$ cat src/rtl/xcap_pkg.sv
package xcap_pkg;
    localparam int CFG_BYTES = 4096;
    localparam int OFF_W     = $clog2(CFG_BYTES);
    localparam int DADDR_W   = OFF_W - 2;
    localparam int SIZE_W    = OFF_W + 1;
    localparam int ID_W      = 16;
    localparam int VER_W     = 4;
    localparam int WORD_W    = ID_W + VER_W + OFF_W;

    typedef enum logic [2:0] {
        S_IDLE, S_RD, S_CHK, S_PATCH, S_HDR, S_MASK
    } state_e;

    typedef enum logic [1:0] {
        OP_FIND, OP_TAIL, OP_HEAD
    } op_e;

    typedef enum logic [1:0] {
        H_STEP, H_FOUND, H_END, H_EMPTY
    } hkind_e;
endpackage

$ cat src/rtl/xcap_hdr_eval.sv
module xcap_hdr_eval
    import xcap_pkg::*;
#(
    parameter int HEAD_OFF = 256
) (
    input  logic [WORD_W-1:0] hdr,
    input  logic [OFF_W-1:0]  cur,
    input  logic [ID_W-1:0]   search_id,
    output hkind_e            kind,
    output logic [OFF_W-1:0]  nxt,
    output logic              nxt_mis,
    output logic              nxt_oob
);
    localparam logic [OFF_W-1:0] LO = OFF_W'(HEAD_OFF);
    localparam logic [OFF_W-1:0] HI = OFF_W'(CFG_BYTES - 8);

    assign nxt     = hdr[WORD_W-1 -: OFF_W];
    assign nxt_mis = nxt[1:0] != 2'b00;
    assign nxt_oob = (nxt < LO) || (nxt > HI);

    always_comb begin
        if (cur == LO && hdr == '0)
            kind = H_EMPTY;
        else if (search_id != '0 && hdr[ID_W-1:0] == search_id)
            kind = H_FOUND;
        else if (nxt == '0)
            kind = H_END;
        else
            kind = H_STEP;
    end
endmodule

$ cat src/rtl/xcap_strobe.sv
module xcap_strobe
    import xcap_pkg::*;
(
    input  logic [DADDR_W-1:0] dw_addr,
    input  logic [SIZE_W-1:0]  end_byte,
    output logic [3:0]         be,
    output logic               last
);
    logic [SIZE_W-1:0] base;
    assign base = SIZE_W'({dw_addr, 2'b00});

    for (genvar i = 0; i < 4; i++) begin : g_lane
        assign be[i] = (base + SIZE_W'(i)) < end_byte;
    end

    assign last = (base + SIZE_W'(4)) >= end_byte;
endmodule

$ cat src/rtl/xcap_chain.sv
module xcap_chain
    import xcap_pkg::*;
#(
    parameter int HEAD_OFF  = 256,
    parameter int MAX_STEPS = 1024
) (
    input  logic                clk,
    input  logic                rst_n,
    input  logic                find_req,
    input  logic [ID_W-1:0]     find_id,
    input  logic                app_req,
    input  logic [ID_W-1:0]     app_id,
    input  logic [VER_W-1:0]    app_ver,
    input  logic [OFF_W-1:0]    app_off,
    input  logic [SIZE_W-1:0]   app_size,
    output logic                busy,
    output logic                done,
    output logic [OFF_W-1:0]    res_off,
    output logic [OFF_W-1:0]    res_prev,
    output logic                err_bound,
    output logic                err_align,
    output logic                err_steps,
    output logic                rejected,
    output logic                cfg_en,
    output logic                cfg_we,
    output logic [DADDR_W-1:0]  cfg_addr,
    output logic [WORD_W-1:0]   cfg_wdata,
    input  logic [WORD_W-1:0]   cfg_rdata,
    output logic                msk_we,
    output logic [DADDR_W-1:0]  msk_addr,
    output logic [3:0]          msk_be
);
    localparam int STEP_W = $clog2(MAX_STEPS + 1);
    localparam logic [OFF_W-1:0] HEAD = OFF_W'(HEAD_OFF);
    localparam logic [OFF_W+1:0] SPACE = (OFF_W + 2)'(CFG_BYTES);

    typedef struct packed {
        state_e              st;
        op_e                 op;
        logic [ID_W-1:0]     id;
        logic [VER_W-1:0]    ver;
        logic [OFF_W-1:0]    aoff;
        logic [SIZE_W-1:0]   aend;
        logic [OFF_W-1:0]    cur;
        logic [OFF_W-1:0]    prev;
        logic [WORD_W-1:0]   hdr;
        logic [STEP_W-1:0]   steps;
        logic [DADDR_W-1:0]  maddr;
        logic                done;
        logic [OFF_W-1:0]    roff;
        logic [OFF_W-1:0]    rprev;
        logic                ebnd;
        logic                ealn;
        logic                estp;
        logic                rej;
    } ctx_t;

    ctx_t q, d;

    // header classification of the dword just read
    hkind_e            kind;
    logic [OFF_W-1:0]  nxt;
    logic              nxt_mis, nxt_oob;
    logic [ID_W-1:0]   search_id;

    assign search_id = (q.op == OP_FIND) ? q.id : '0;

    xcap_hdr_eval #(.HEAD_OFF(HEAD_OFF)) u_eval (
        .hdr       (cfg_rdata),
        .cur       (q.cur),
        .search_id (search_id),
        .kind      (kind),
        .nxt       (nxt),
        .nxt_mis   (nxt_mis),
        .nxt_oob   (nxt_oob)
    );

    // byte strobes for the mask sweep
    logic [3:0] sweep_be;
    logic       sweep_last;

    xcap_strobe u_strobe (
        .dw_addr  (q.maddr),
        .end_byte (q.aend),
        .be       (sweep_be),
        .last     (sweep_last)
    );

    // insert validation, decided in the accept cycle
    logic a_mis, a_bad;
    assign a_mis = app_off[1:0] != 2'b00;
    assign a_bad = a_mis || (app_off < HEAD) || (app_size < SIZE_W'(8)) ||
                   (({2'b00, app_off} + {1'b0, app_size}) > SPACE);

    always_comb begin
        d      = q;
        d.done = 1'b0;
        unique case (q.st)
            S_IDLE: begin
                if (find_req || app_req) begin
                    d.roff  = '0;
                    d.rprev = '0;
                    d.ebnd  = 1'b0;
                    d.ealn  = 1'b0;
                    d.estp  = 1'b0;
                    d.rej   = 1'b0;
                    d.cur   = HEAD;
                    d.prev  = '0;
                    d.steps = '0;
                end
                if (find_req) begin
                    d.op = OP_FIND;
                    d.id = find_id;
                    d.st = S_RD;
                end else if (app_req) begin
                    d.id   = app_id;
                    d.ver  = app_ver;
                    d.aoff = app_off;
                    d.aend = SIZE_W'(app_off) + app_size;
                    d.op   = (app_off == HEAD) ? OP_HEAD : OP_TAIL;
                    if (a_bad) begin
                        d.rej  = 1'b1;
                        d.ealn = a_mis;
                        d.done = 1'b1;
                    end else begin
                        d.st = S_RD;
                    end
                end
            end
            S_RD: d.st = S_CHK;
            S_CHK: begin
                d.hdr = cfg_rdata;
                d.st  = S_IDLE;
                if (q.op == OP_HEAD) begin
                    d.st = S_HDR;
                end else begin
                    unique case (kind)
                        H_EMPTY: begin
                            d.rej  = (q.op != OP_FIND);
                            d.done = 1'b1;
                        end
                        H_FOUND: begin
                            d.roff  = q.cur;
                            d.rprev = q.prev;
                            d.done  = 1'b1;
                        end
                        H_END: begin
                            if (q.op == OP_FIND) begin
                                d.rprev = q.cur;
                                d.done  = 1'b1;
                            end else begin
                                d.st = S_PATCH;
                            end
                        end
                        default: begin
                            if (int'(q.steps) + 1 >= MAX_STEPS) begin
                                d.estp = 1'b1;
                                d.done = 1'b1;
                            end else if (nxt_mis) begin
                                d.ealn = 1'b1;
                                d.done = 1'b1;
                            end else if (nxt_oob) begin
                                d.ebnd = 1'b1;
                                d.done = 1'b1;
                            end else begin
                                d.prev  = q.cur;
                                d.cur   = nxt;
                                d.steps = q.steps + 1'b1;
                                d.st    = S_RD;
                            end
                        end
                    endcase
                end
            end
            S_PATCH: d.st = S_HDR;
            S_HDR: begin
                d.maddr = q.aoff[OFF_W-1:2];
                d.st    = S_MASK;
            end
            S_MASK: begin
                d.maddr = q.maddr + 1'b1;
                if (sweep_last) begin
                    d.roff  = q.aoff;
                    d.rprev = (q.op == OP_HEAD) ? '0 : q.cur;
                    d.done  = 1'b1;
                    d.st    = S_IDLE;
                end
            end
            default: d.st = S_IDLE;
        endcase
    end

    always_ff @(posedge clk or negedge rst_n) begin
        if (!rst_n) q <= '0;
        else        q <= d;
    end

    // memory interface driven from registered state
    assign cfg_en    = (q.st == S_RD) || (q.st == S_PATCH) || (q.st == S_HDR);
    assign cfg_we    = (q.st == S_PATCH) || (q.st == S_HDR);
    assign cfg_addr  = (q.st == S_HDR) ? q.aoff[OFF_W-1:2] : q.cur[OFF_W-1:2];
    assign cfg_wdata = (q.st == S_PATCH)
                     ? {q.aoff, q.hdr[ID_W+VER_W-1:0]}
                     : {((q.op == OP_HEAD) ? q.hdr[WORD_W-1 -: OFF_W] : {OFF_W{1'b0}}),
                        q.ver, q.id};

    assign msk_we   = (q.st == S_MASK);
    assign msk_addr = q.maddr;
    assign msk_be   = (q.st == S_MASK) ? sweep_be : 4'b0000;

    assign busy      = (q.st != S_IDLE);
    assign done      = q.done;
    assign res_off   = q.roff;
    assign res_prev  = q.rprev;
    assign err_bound = q.ebnd;
    assign err_align = q.ealn;
    assign err_steps = q.estp;
    assign rejected  = q.rej;
endmodule

$ cat config.mk
export PLATFORM = sky130hd
export DESIGN_NAME = xcap_chain
export DESIGN_NICKNAME = d
export VERILOG_FILES = /design/src/rtl/xcap_pkg.sv /design/src/rtl/xcap_hdr_eval.sv /design/src/rtl/xcap_strobe.sv /design/src/rtl/xcap_chain.sv
export SDC_FILE = /design/constraint.sdc
export NUM_CORES = 1
export LEC_CHECK = 0
export ABC_AREA = 0
export BUFFER_PORTS_ARGS = -buffer_cell sky130_fd_sc_hd__buf_2
export CAP_MARGIN = 30
export CORE_UTILIZATION = 52
export CTS_BUF_LIST = sky130_fd_sc_hd__clkbuf_8
export CTS_CLUSTER_DIAMETER = 200
export DETAILED_ROUTE_END_ITERATION = 10
export HOLD_SLACK_MARGIN = 0.15
export PLACE_DENSITY_LB_ADDON = 0.08
export SLEW_MARGIN = 15
export SYNTH_ARGS = -nofsm -noshare
export SYNTH_HDL_FRONTEND = slang
export SYNTH_SLANG_ARGS = --single-unit
export TNS_END_PERCENT = 10
$ cat constraint.sdc
create_clock -name clk -period 2.9 [get_ports clk]
set_clock_uncertainty 0.05 [all_clocks]
set_input_delay 0.435 -clock clk [delete_from_list [all_inputs] [get_ports clk]]
set_output_delay 0.435 -clock clk [all_outputs]
set_load 0.1 [all_outputs]
Word-level counts from Yosys, hierarchy flattened
Index checks and enable logic that the tools add are counted.
{"block": "totals", "reg_bits": 156, "inputBits": 97, "out_inout_bits": 89, "word_cells": 167}
{"block": "classes", "addsub": 9, "n_lt_le_gt_ge": 11, "eq_ne": 28, "n_mux": 65, "bitwise": 1, "reduce_logical": 35}
{"op": "$mux W24", "n": 6}
{"op": "$pmux W25 S3", "n": 1}
{"op": "$mux W11", "n": 6}
{"op": "$mux W50", "n": 1}
{"op": "$mux W12", "n": 4}
{"op": "$pmux W24 S2", "n": 1}
{"op": "$lt A13 B13 Y1", "n": 3}
{"op": "$logic_not A32 Y1", "n": 1}
{"op": "$mux W32", "n": 1}
{"op": "$mux W29", "n": 1}
{"op": "$mux W28", "n": 1}
{"op": "$add A12 B2 Y13 const B", "n": 2}
{"op": "$mux W25", "n": 1}
{"op": "$eq A12 B9 Y1 const B", "n": 2}
{"op": "$lt A12 B9 Y1 const B", "n": 2}
{"op": "$pmux W12 S2", "n": 1}
{"op": "$pmux W11 S2", "n": 1}
{"op": "$mux W21", "n": 1}
{"op": "$pmux W10 S2", "n": 1}
{"op": "$mux W1", "n": 19}
{"op": "$mux W3", "n": 6}
{"op": "$ne A2 B2 Y1 const B", "n": 9}
{"op": "$pmux W3 S6", "n": 1}
{"op": "$eq A16 B16 Y1", "n": 1}
{"op": "44 further kinds", "n": 76}

Depth between registers and ports, before layout
Gate-level depths: netlist of run 1.
{"block": "depth", "word_depth": 11, "mapped_depth": 15}

Modules after synthesis
From an unflattened synthesis of run 1, not the netlist that was laid out.
{"block": "unflattened", "hier_cells": 1184, "area_unflattened_um2": 9626.7}
{"module": "xcap_chain", "n_inst": 1, "cells_per_inst": 1028, "area_per_inst_um2": 8479.4}
{"module": "xcap_strobe", "n_inst": 1, "cells_per_inst": 94, "area_per_inst_um2": 700.7}
{"module": "xcap_hdr_eval", "n_inst": 1, "cells_per_inst": 62, "area_per_inst_um2": 446.7}

Worst setup path before layout of run 1
OpenSTA, ideal clock, no wires.
{"block": "synth_path", "path_kind": "reg-to-output", "from": "reg q[154] (netlist name)", "to": "out msk_be[2]", "t_arrival_ns": 5.727, "setup_slack_ns": -3.312, "path_stages_with_launch": 7, "path_buffers": 1, "cell_sequence": "dfrtp_1 -> buf_2 -> nor2b_1 -> and2_1 -> o221ai_1 -> a21oi_1 -> a21boi_0"}
{"block": "synth_via", "elab_chain_len": 2}
{"item": "from (decl)", "line": "xcap_chain.sv:58", "rtl": "ctx_t q, d;"}
{"item": "from (signal assigned)", "line": "xcap_chain.sv:194", "rtl": "if (!rst_n) q <= '0;"}
{"item": "from (signal assigned)", "line": "xcap_chain.sv:195", "rtl": "else q <= d;"}
{"item": "$eq A3 B3 Y1"}
{"item": "net msk_we", "line": "xcap_chain.sv:29", "rtl": "output logic msk_we,"}
{"item": "$mux W4", "line": "xcap_chain.sv:209", "rtl": "assign msk_be = (q.st == S_MASK) ? sweep_be : 4'b0000;"}
{"item": "to (decl)", "line": "xcap_chain.sv:31", "rtl": "output logic [3:0] msk_be"}
The timed path passes the listed nets, and every way through them passes these cells.

Worst setup path in the final report of run 1
{"block": "layout_path", "from": "reg q (netlist bit msk_addr[0])", "to": "reg q (netlist bit res_prev[2])"}
{"block": "layout_via", "elab_chain_len": 4}
{"item": "$add A12 B3 Y13", "line": "xcap_strobe.sv:16", "rtl": "assign last = (base + SIZE_W'(4)) >= end_byte;"}
{"item": "$ge A13 B13 Y1", "line": "xcap_strobe.sv:16"}
{"item": "$ne A2 B1 Y1 (no source line)"}
{"item": "$reduce_and A6 Y1 (no source line)"}
No other way between the ends.
A chain may end at the register's enable or synchronous reset.

==> implementation parameters, run 1 <==
Parameter                              Value

Status
  Status ... complete, but fails checks
  Violated checks ... negative setup slack

Placed design
  Place WS ... -0.178 ns
  Routability-driven placement congestion ratio ... 0.937
  Number of placed instances with taps included ... 1447
  Port Buffers ... 185
  Hpwl dp ... 20000 um

Critical path
  Critical Path End Type ... flop
  Crit Reg-Reg Startpoint ... msk_addr[0]
  Max stage delay cell, worst path ... sky130_fd_sc_hd__dfrtp_1
  Crit path top cell by count ... sky130_fd_sc_hd__and3_4
  Startpoint class of the critical path ... flop
  R2r worst-path depth ... 15
  Critical R2R Capture ... res_prev[2]
  End point of the critical path ... res_prev[2]
  Maximum cell stage delay along the critical path ... 0.41 ns
  Data arrival time of the worst path ... 3.32 ns
  Critical path launch point ... msk_addr[0]
  Startpoint-to-endpoint class of the critical path ... flop to flop
  Highest net fanout along the worst path ... 6
  Data required time at the worst endpoint ... 3.24 ns
  Cell chain of the critical path ... ha_2, and3_4, and3_4, and3_4, and3_1, ha_4, buf_4, o21a_1, o211ai_1, o21ba_4, inv_4, o32ai_4, clkbuf_16, a22oi_2, o21ai_1
  Register-to-register setup slack ... -0.09 ns

Finish
  Diodes inserted ... 0
  Register Area ... 3910 um2
  Layout overhead on the synthesized area ... 27.6%
  Multi-input logic area ... 5060 um2
  Fill cell instance count of the final layout ... 1443
  Filler-free cell count of the finished design ... 1491
  Share of cells above drive strength 1 ... 30.1%
  Layout net count ... 1388

Routing
  Wire length the detailed router placed on met1 ... 12800 um
  Vias per cell ... 5.75
  WL met2 ... 11900 um
  Highest signal layer in the routed design ... met4
  Count of vias placed by the detailed router ... 8576
  First-iteration detailed-routing DRC count ... 514
  Final routed wirelength across all metal layers ... 26900 um
  Mean routed wirelength per cell ... 18.0 um
  Antenna Nets Post-Route ... 0
  Amount of wire on met3 after detailed routing ... 1800 um
  Total iterations of the first detailed-routing run ... 6
  DRC violations left ... 0

Power and ir drop
  Power Dens Cells ... 1210 nW/um2
  Static leakage ... 5.71 nW
  Peak supply drop ... 1140 uV

Die
  Die Footprint ... 18500 um2
  Vertical die dimension ... 136 um
  Effective utilization at floorplan ... 53.6%
  I/O pin count ... 186
  Core outline area ... 17400 um2
  Standard-cell row count ... 48
  Chip width ... 136 um

Synthesis
  Count of unique library cells instantiated by Yosys ... 69
  Mapped Cells ... 1059
  Number of enable-type register cells in the synthesized netlist ... 0
  Netlist area before placement ... 9340 um2
  Most common flop cell mapped by yosys ... sky130_fd_sc_hd__dfrtp_1
  Net Count, Synth ... 1194
  Sequential share of the synthesized area ... 41.8%
  Post-synthesis async set-or-reset flop share ... 100%
  Yosys reg bits ... 156
  Mean cell area of the mapped netlist ... 8.82 um2
  Ys Warns ... 0

Worst hold path
  Classification of the worst-slack hold path ... input pin to flop

Global route
  Global-route wire length before repair ... 42900 um
  Remaining Overflow, GRT ... 0
  Initial antenna violation count ... 0
  Number of global-route vias before repair ... 8051
  Largest net degree at the start of global routing ... 61
  Overall routing resource usage ... 30.3%

STA
  Final total negative setup slack ... -0.875 ns
  Final WS setup ... -0.0854 ns
  RSZ-0062 raised after global routing ... true
  Fin crit share ... 103%
  Post-layout min period ... 2.99 ns
  Normalized max-slew margin ... 50.6%
  Final hold violation count ... 0
  Pin slew with the least headroom to its limit ... 0.741 ns
  Final Setup Violations ... 24
  F_max ... 0.335 GHz
  Pins over their slew limit ... 0

CTS
  Root buf cell ... sky130_fd_sc_hd__clkbuf_8
  Clock network latency to the later pin of the worst-skew pair ... 0.46 ns
  Clock transition at the register clock pins on the worst setup and hold paths after CTS ... 0.10 ns
  CTS tree ... built
  Clock Tree Buf Depth ... 2
  Max H-tree Level ... 4
  Inserted Clock Buffers ... 17
  Sinks on Clock Net ... 156

Flow run
  Number of max-capacitance violations reported ... 0
==> critical path: cells and delay by family, from the launching register on <==
family	cells	cell delay (ns)
flip-flops	1	0.41
buffers and inverters	3	0.37
adder cells (fa/ha/maj)	2	0.45
AND/OR/NAND/NOR	4	0.73
AO/OA/AOI/OAI	6	0.88
==> registers in the layout (all words and copies together) (netlist names) <==
register   count
res_prev      12
msk_addr      10
res_off       12
err_align      1
err_bound      1
q            117
err_steps      1
done           1
rejected       1
==> worst min path at each step <==
| stage | from | to | cells after the start |
|---|---|---|---|
| final | cfg_rdata[17] | q[67] | 3 |
| after global routing | cfg_rdata[8] | q[58] | 3 |
| after CTS | cfg_rdata[17] | q[67] | 3 |
| after detailed placement | rst_n | res_prev[10] | 1 |
| after global placement | rst_n | res_prev[5] | 1 |
| after floorplan | rst_n | done | 0 |
==> cell families after synthesis <==
family                   Yosys count  share of synthesized area [%]
multiplexers                      40                           4.84
flip-flops                       156                           41.8
adder cells (fa/ha/maj)           38                           5.17
AND/OR/NAND/NOR                  443                           21.8
XOR/XNOR                          24                           2.25
buffers and inverters            109                           6.34
AO/OA/AOI/OAI                    249                           17.8
==> layout make-up <==
cell class | count | area share [%]
Clock inverter | 14 | 1.51
Tap cell | 225 | 2.36
Inverter | 19 | 0.620
Sequential cell | 156 | 32.8
Clock buffer | 18 | 2.08
Multi-Input combinational cell | 794 | 42.5
Timing Repair Buffer | 265 | 18.2
==> power breakdown <==
group	leakage, nW	total, mW	switching (mW)	internal (mW)
clock network	0.211	1.78	0.887	0.890
registers	2.01	3.74	0.825	2.91
logic	3.49	8.93	5.96	2.97
==> metal layers <==
layer	track usage [%]	up-vias
met5	0	-
li1	-	4133
met3	6.49	30
met4	7.16	0
met2	45.7	309
met1	44.4	4104
==> cells in the final DEF, fill, tap and decap left out, types with 19 or more instances in the layout <==
master,instances
sky130_fd_sc_hd__o21ai_1,19
sky130_fd_sc_hd__a21oi_1,31
sky130_fd_sc_hd__buf_2,148
sky130_fd_sc_hd__nor2_1,47
sky130_fd_sc_hd__nand3_1,36
sky130_fd_sc_hd__buf_4,67
sky130_fd_sc_hd__mux2_2,37
sky130_fd_sc_hd__buf_12,40
sky130_fd_sc_hd__a22oi_1,28
sky130_fd_sc_hd__o21ai_0,63
sky130_fd_sc_hd__dfrtp_1,155
sky130_fd_sc_hd__ha_1,35
sky130_fd_sc_hd__nand2_1,251
==> synth_stat cells (14+ instances only) <==
cell	count	area [um2]
sky130_fd_sc_hd__nand3_1	37	185
sky130_fd_sc_hd__clkbuf_1	41	154
sky130_fd_sc_hd__nand2_1	251	942
sky130_fd_sc_hd__xor2_1	14	123
sky130_fd_sc_hd__nor4_1	15	93.8
sky130_fd_sc_hd__a22o_1	14	123
sky130_fd_sc_hd__mux2_2	37	417
sky130_fd_sc_hd__nor2_1	47	176
sky130_fd_sc_hd__a21oi_1	35	175
sky130_fd_sc_hd__a22oi_1	40	300
sky130_fd_sc_hd__ha_1	37	463
sky130_fd_sc_hd__inv_1	19	71.3
sky130_fd_sc_hd__buf_4	34	255
sky130_fd_sc_hd__o21ai_0	76	380
sky130_fd_sc_hd__dfrtp_1	156	3900
==> timing repair <==
action / 4_1_cts / 5_1_grt
gates cloned: 1 / 0
gates resized for setup: 37 / 13
setup buffers: 2 / 4
pin swaps: 12 / 6
hold endpoints to repair: 61 / 0
hold buffers: 5 / 0
setup endpoints to repair: 26 / 53
==> per-stage QoR <==
| step | utilization (%) | power [mW] | hold WS, ns | instance area, um2 |
|---|---|---|---|---|
| after floorplan | - | 9.66 | 0.0894 | 9380 |
| after global placement | 64.3 | 12.4 | 0.398 | 11200 |
| after detailed placement | 64.3 | 12.5 | 0.397 | 11200 |
| after CTS | 67.9 | 14.4 | 0.155 | 11800 |
| after global routing | 68.4 | 15.2 | 0.166 | 11900 |
| final | 68.4 | 14.5 | 0.179 | 11900 |
(Power assumes the default switching activity.)
==> run 2, diff against run 1 <==
--- a/config.mk
+++ b/config.mk
@@ -13,7 +13,7 @@
 export CTS_CLUSTER_DIAMETER = 200
 export DETAILED_ROUTE_END_ITERATION = 10
 export HOLD_SLACK_MARGIN = 0.15
-export PLACE_DENSITY_LB_ADDON = 0.08
+export PLACE_DENSITY = 0.81
 export SLEW_MARGIN = 15
 export SYNTH_ARGS = -nofsm -noshare
 export SYNTH_HDL_FRONTEND = slang
==> run 2 against run 1 <==
The flow still finishes with violations (negative setup slack); via count is 8.1% higher; final area up 2.5%; critical path depth unchanged; sequential power is essentially flat; first-iteration DRC count up 71%; routed wire length is 11% higher; maximum frequency is 8.1% lower; global-route usage increased by 1.7 points; combinational power up 7.5%; register-to-register slack worse by 0.26 ns; clock-buffer cell count down 1; critical path type unchanged; largest power group unchanged; highest routed layer unchanged.
==> implementation parameters, run 2 (synthesis gave the netlist of run 1 again) <==
Parameter                              Value

Status
  Status ... complete, but fails checks
  Violated checks ... negative setup slack

CTS
  Root buf cell ... sky130_fd_sc_hd__clkbuf_8
  Max H-tree Level ... 4 (unchanged)
  Clock transition at the register clock pins on the worst setup and hold paths after CTS ... 0.10 ns (about the same)
  Sinks on Clock Net ... 156 (unchanged)
  Clock Tree Buf Depth ... 2 (unchanged)
  Clock network latency to the later pin of the worst-skew pair ... 0.48 ns (+0.02 ns)
  CTS tree ... built
  Inserted Clock Buffers ... 17 (unchanged)

STA
  Final hold violation count ... 0 (unchanged)
  Smallest hold slack ... 0.160 ns (-0.0184 ns)
  Normalized max-slew margin ... 35.2% (-15 points)
  Post-layout min period ... 3.25 ns (+0.264 ns)
  Pin slew with the least headroom to its limit ... 0.948 ns (+0.207 ns)
  F_max ... 0.308 GHz (-8.1%)
  Fin crit share ... 112% (+9.1 points)
  RSZ-0062 raised after global routing ... true
  Final WS setup ... -0.349 ns (-0.264 ns)
  Pins over their slew limit ... 0 (unchanged)
  Final Setup Violations ... 29 (+21%)

Routing
  DRC violations left ... 0 (unchanged)
  First-iteration detailed-routing DRC count ... 879 (+71%)
  Count of vias placed by the detailed router ... 9272 (+8.1%)
  Total iterations of the first detailed-routing run ... 5 (-1)
  Final routed wirelength across all metal layers ... 29700 um (+11%)
  Vias per cell ... 6.14 (+6.7%)
  Mean routed wirelength per cell ... 19.6 um (+9.1%)
  Antenna Nets Post-Route ... 0 (unchanged)

Critical path
  Crit path top cell by count ... sky130_fd_sc_hd__and3_4
  Startpoint-to-endpoint class of the critical path ... flop to flop
  Maximum cell stage delay along the critical path ... 0.39 ns (-0.02 ns)
  Register-to-register setup slack ... -0.35 ns (-0.26 ns)
  Startpoint class of the critical path ... flop
  Critical Path End Type ... flop
  Data required time at the worst endpoint ... 3.23 ns (about the same)
  Highest net fanout along the worst path ... 6 (unchanged)
  Crit Reg-Reg Startpoint ... msk_addr[1]
  Critical path launch point ... msk_addr[1]
  Data arrival time of the worst path ... 3.58 ns (+0.26 ns)
  Cell chain of the critical path ... ha_2, and3_4, and3_4, and3_4, xor2_1, ha_1, nand2_2, nand3_2, a211o_1, o221ai_2, nand2_2, o211ai_1, buf_4, clkbuf_16, o21ai_1
  End point of the critical path ... res_prev[11]
  Max stage delay cell, worst path ... sky130_fd_sc_hd__dfrtp_1
  Critical R2R Capture ... res_prev[11]
  R2r worst-path depth ... 15 (unchanged)

Power and ir drop
  Power Dens Cells ... 1240 nW/um2 (+1.9%)
  Overall power after layout ... 15.1 mW (+4.4%)
  Static leakage ... 5.84 nW (+2.3%)
  Peak supply drop ... 1330 uV (+17%)

Finish
  Register bank with the most flops ... q
  Most frequent cells in the layout ... sky130_fd_sc_hd__nand2_1, sky130_fd_sc_hd__dfrtp_1, sky130_fd_sc_hd__buf_2
  Max reg flops ... 117 (unchanged)
  Core occupancy in the finished layout ... 70.1% (+1.7 points)
  Layout net count ... 1407 (+1.4%)
  Filler-free cell count of the finished design ... 1511 (+1.3%)
  Fill cell instance count of the final layout ... 1255 (-13%)
  Most common cell after layout, fill and taps aside ... sky130_fd_sc_hd__nand2_1
  Layout overhead on the synthesized area ... 30.8%
  Share of cells above drive strength 1 ... 32.0% (+1.9 points)
  Area of all placed cells without fillers ... 12200 um2 (+2.5%)

Global route
  Initial antenna violation count ... 1 (+1)
  Overall routing resource usage ... 32.0% (+1.7 points)
  Number of global-route vias before repair ... 8674 (+7.7%)
  Global-route wire length before repair ... 45000 um (+4.9%)
  Largest net degree at the start of global routing ... 58 (-4.9%)
  Remaining Overflow, GRT ... 0 (unchanged)

Die
  Effective utilization at floorplan ... 53.6% (unchanged)
  Vertical die dimension ... 136 um (unchanged)
  Core outline area ... 17400 um2 (unchanged)
  Standard-cell row count ... 48 (unchanged)
  Die Footprint ... 18500 um2 (unchanged)
  I/O pin count ... 186 (unchanged)
  Chip width ... 136 um (unchanged)

Placed design
  Routability-driven placement congestion ratio ... 0.946 (+1.0%)
  Port Buffers ... 185 (unchanged)
  Hpwl dp ... 20400 um (+1.7%)
  Cell area after placement ... 11200 um2 (-0.13%)
  Number of placed instances with taps included ... 1445 (-0.14%)

Worst hold path
  Classification of the worst-slack hold path ... input pin to flop

Flow run
  Number of max-capacitance violations reported ... 0 (unchanged)
-- run 2: worst min path at each step --
stage / from / to / slack, ns / depth (start not counted)
6_report: app_ver[3] / q[134] / 0.16 / 2
5_1_grt: cfg_rdata[16] / q[66] / 0.15 / 3
4_1_cts: cfg_rdata[11] / q[61] / 0.15 / 3
3_5_place_dp: rst_n / msk_addr[2] / 0.31 / 1
3_3_place_gp: rst_n / msk_addr[2] / 0.30 / 1
2_1_floorplan: rst_n / done / 0.09 / 0
-- run 2: per-stage QoR --
stage	worst slack (ns)	setup TNS, ns
after detailed placement	-0.237	-3.89
after global routing	-0.403	-9.46
after floorplan	-0.248	-5.90
after global placement	-0.123	-1.74
after CTS	-0.0536	-0.611
final	-0.349	-6.83
-- run 2: worst max-delay path, delay by kind of cell, from the launching register on --
family                     cells  cell delay [ns]
and+or+nand+nor                6             0.82
adders and majority gates      2             0.49
buffers and inverters          2             0.37
DFF                            1             0.39
xor gates and xnor gates       1             0.22
AOI/OAI and AO/OA              4             0.78
-- run 2: layout make-up --
class,instances,area (um2),share of cell area [%]
sequential,156,3910,32.0
tap,225,282,2.31
multi-input combinational,794,5160,42.3
clock inverter,15,178,1.46
timing repair buffer,284,2370,19.4
antenna,1,2.50,0.0205
clock buffer,17,234,1.92
inverter,19,73.8,0.605
-- run 2: per-layer routing --
layer / part of all wire, % / vias to the layer above / track usage, % / wire length, um
met4: 4.8 / 0 / 14.8 / 1430
met2: 47 / 560 / 51.8 / 14000
li1: - / 4168 / - / -
met3: 9.8 / 134 / 8.17 / 2910
met5: 0 / - / 0 / 0
met1: 38 / 4410 / 40.1 / 11400
-- run 2: power by group --
part | switching [mW] | internal, mW | leakage, nW | total, mW
combinational | 6.33 | 3.27 | 3.62 | 9.60
sequential | 0.844 | 2.91 | 2.01 | 3.76
clock | 0.934 | 0.803 | 0.217 | 1.74
-- run 2: timing repair --
action | CTS | global route
gates cloned | 1 | 2
endpoints found under the hold margin | 46 | 0
hold buffers | 13 | 0
pin swaps | 20 | 9
resized for setup | 43 | 37
setup buffers | 10 | 7
setup endpoints to repair | 26 | 56
==> run 3, diff against run 2 <==
--- a/config.mk
+++ b/config.mk
@@ -14,6 +14,7 @@
 export DETAILED_ROUTE_END_ITERATION = 10
 export HOLD_SLACK_MARGIN = 0.15
 export PLACE_DENSITY = 0.81
+export SETUP_SLACK_MARGIN = 0.2
 export SLEW_MARGIN = 15
 export SYNTH_ARGS = -nofsm -noshare
 export SYNTH_HDL_FRONTEND = slang
==> run 3 against run 2 <==
The flow still finishes with violations (negative setup slack); clock power about the same; hold slack worse by 0.00058 ns; non-clock buffer count up 1; critical endpoint is now res_off[7].
==> implementation parameters, run 3 (synthesis gave the netlist of run 1 again) <==
Parameter                              Value

Critical path
  Cell chain of the critical path ... ha_2, and3_4, buf_4, xor2_1, ha_1, a21o_1, a21o_1, a211o_1, o221ai_2, nand2_1, o211ai_1, buf_4, clkbuf_16, nand2_2, o21ai_1
  Max stage delay cell, worst path ... sky130_fd_sc_hd__dfrtp_1
  Critical Path End Type ... flop
  Maximum cell stage delay along the critical path ... 0.41 ns (+0.02 ns)
  Startpoint-to-endpoint class of the critical path ... flop to flop
  Data required time at the worst endpoint ... 3.26 ns (+0.03 ns)
  Data arrival time of the worst path ... 3.61 ns (+0.03 ns)
  Register-to-register setup slack ... -0.35 ns (about the same)
  Startpoint class of the critical path ... flop
  Highest net fanout along the worst path ... 6 (unchanged)
  Cell family with most CP delay ... compound AO/OA/AOI/OAI gates
  Number of buffers and inverters on the critical path ... 3 (+1)

Die
  Core outline area ... 17400 um2 (unchanged)
  Chip width ... 136 um (unchanged)
  Die Footprint ... 18500 um2 (unchanged)
  Vertical die dimension ... 136 um (unchanged)
  Effective utilization at floorplan ... 53.6% (unchanged)
  Standard-cell row count ... 48 (unchanged)
  I/O pin count ... 186 (unchanged)

Routing
  First-iteration detailed-routing DRC count ... 804 (-8.5%)
  Vias per cell ... 6.10 (-0.53%)
  Mean routed wirelength per cell ... 19.9 um (+1.2%)
  Final routed wirelength across all metal layers ... 30100 um (+1.2%)
  DRC violations left ... 0 (unchanged)
  Total iterations of the first detailed-routing run ... 6 (+1)
  Count of vias placed by the detailed router ... 9229 (-0.46%)
  Antenna Nets Post-Route ... 0 (unchanged)

Finish
  Max reg flops ... 117 (unchanged)
  Most frequent cells in the layout ... sky130_fd_sc_hd__nand2_1, sky130_fd_sc_hd__dfrtp_1, sky130_fd_sc_hd__buf_2
  Fill cell instance count of the final layout ... 1237 (-1.4%)
  Area of all placed cells without fillers ... 12300 um2 (+0.77%)
  Share of cells above drive strength 1 ... 33.1% (+1.1 points)
  Most common cell after layout, fill and taps aside ... sky130_fd_sc_hd__nand2_1
  Register bank with the most flops ... q
  Layout net count ... 1408 (+0.071%)
  Layout overhead on the synthesized area ... 31.8%
  Filler-free cell count of the finished design ... 1512 (+0.066%)

CTS
  Clock transition at the register clock pins on the worst setup and hold paths after CTS ... 0.10 ns (about the same)
  CTS tree ... built
  Clock network latency to the later pin of the worst-skew pair ... 0.48 ns (about the same)
  Clock Tree Buf Depth ... 2 (unchanged)
  Sinks on Clock Net ... 156 (unchanged)
  Max H-tree Level ... 4 (unchanged)
  Root buf cell ... sky130_fd_sc_hd__clkbuf_8
  Inserted Clock Buffers ... 17 (unchanged)

Global route
  Global-route wire length before repair ... 44800 um (-0.46%)
  Largest net degree at the start of global routing ... 58 (unchanged)
  Overall routing resource usage ... 31.9% (-0.089 points)
  Initial antenna violation count ... 1 (unchanged)
  Remaining Overflow, GRT ... 0 (unchanged)
  Number of global-route vias before repair ... 8675 (+0.012%)

Power and ir drop
  Power Dens Cells ... 1230 nW/um2 (-0.22%)
  Reported net switching power ... 8.16 mW (+0.65%)
  Relative contribution of combinational cells to total power ... 63.6% (about the same)
  Sw Ratio ... 53.8% (+0.056 points)
  Power share of the sequential group ... 24.9% (about the same)
  Static leakage ... 5.86 nW (+0.33%)
  Peak supply drop ... 1330 uV (about the same)
  Clock group share of total power ... 11.4% (about the same)
  Internal power of the cells ... 7.02 mW (+0.42%)
  Overall power after layout ... 15.2 mW (+0.55%)

Placed design
  Routability-driven placement congestion ratio ... 0.946 (unchanged)
  Number of placed instances with taps included ... 1445 (unchanged)
  Port Buffers ... 185 (unchanged)
  Cell area after placement ... 11200 um2 (unchanged)
  Hpwl dp ... 20400 um (unchanged)
  Place WS ... -0.237 ns (unchanged)

STA
  Final Setup Violations ... 28 (-3.4%)
  Fin crit share ... 112% (-0.14 points)
  Final WS setup ... -0.346 ns (+0.00395 ns)
  Final total negative setup slack ... -7.41 ns (-0.574 ns)
  Post-layout min period ... 3.25 ns (-0.00395 ns)
  Pin slew with the least headroom to its limit ... 0.779 ns (-0.169 ns)
  Normalized max-slew margin ... 46.7% (+12 points)
  F_max ... 0.308 GHz (+0.12%)
  Final hold violation count ... 0 (unchanged)
  RSZ-0062 raised after global routing ... true
  Pins over their slew limit ... 0 (unchanged)

Status
  Status ... complete, but fails checks
  Violated checks ... negative setup slack

Worst hold path
  Classification of the worst-slack hold path ... input pin to flop

Flow run
  Number of max-capacitance violations reported ... 0 (unchanged)
-- run 3: changes by cell type in the layout (fill, tap and decap cells not counted), moves of 3 or more --
cell and delta:
sky130_fd_sc_hd__buf_2 -10, sky130_fd_sc_hd__clkbuf_4 +10, sky130_fd_sc_hd__o21ai_0 -10, sky130_fd_sc_hd__nand2_1 -9, sky130_fd_sc_hd__o21ai_1 +8, sky130_fd_sc_hd__nand2_2 +7, sky130_fd_sc_hd__buf_6 +4, sky130_fd_sc_hd__buf_4 -3
sky130_fd_sc_hd__dfrtp_1 -3, sky130_fd_sc_hd__dfrtp_2 +3
-- run 3: path summary, 6_finish.rpt --
check,start,to,cells past startpoint
min reg2reg,q[71],q[71],2
max reg2reg,msk_addr[0],res_off[7],15
max,msk_addr[0],res_off[7],15
min,app_ver[3],q[134],2
max in group asynchronous,rst_n,q[39],3
min in group asynchronous,rst_n,msk_addr[2],2
-- run 3: per-layer routing --
metal | track usage, % | vias up | part of all wire (%)
met3 | 8.31 | 127 | 9.5
li1 | - | 4174 | -
met5 | 0 | - | 0
met2 | 51.2 | 532 | 47
met4 | 15.2 | 0 | 4.7
met1 | 40.0 | 4396 | 39
-- run 3: area by class of cell --
| class | count | area, um2 | area share (%) |
|---|---|---|---|
| multi-input cells | 794 | 5200 | 42.3 |
| flip-flops and latches | 156 | 3910 | 31.8 |
| repair buffers | 285 | 2420 | 19.7 |
| well taps | 225 | 282 | 2.29 |
| clock buffers | 17 | 234 | 1.90 |
| clock inverters | 15 | 178 | 1.44 |
| inverters | 19 | 73.8 | 0.600 |
| diodes | 1 | 2.50 | 0.0203 |
-- run 3: timing repair --
action	in CTS	in global routing
cloned	1	3
setup endpoints to repair	62	56
hold endpoints to repair	46	0
gates resized for setup	53	66
pin swaps	32	31
hold buffers	13	0
buffers inserted	10	7
-- run 3: power by group through the flow --
stage / Combinational (mW) / Clock, mW / Sequential (mW)
floorplan: 6.06 / 0 / 3.60
global placement: 8.57 / 0 / 3.66
detailed placement: 8.75 / 0 / 3.70
CTS: 8.99 / 1.76 / 3.68
global route: 10.1 / 1.86 / 3.84
finish: 9.66 / 1.74 / 3.78
-- run 3: per-stage QoR --
step                hold WS, ns  util (%)
floorplan                0.0894         -
global placement          0.300      64.1
detailed placement        0.307      64.2
CTS                       0.150      68.9
global route              0.148      70.6
finish                    0.160      70.6
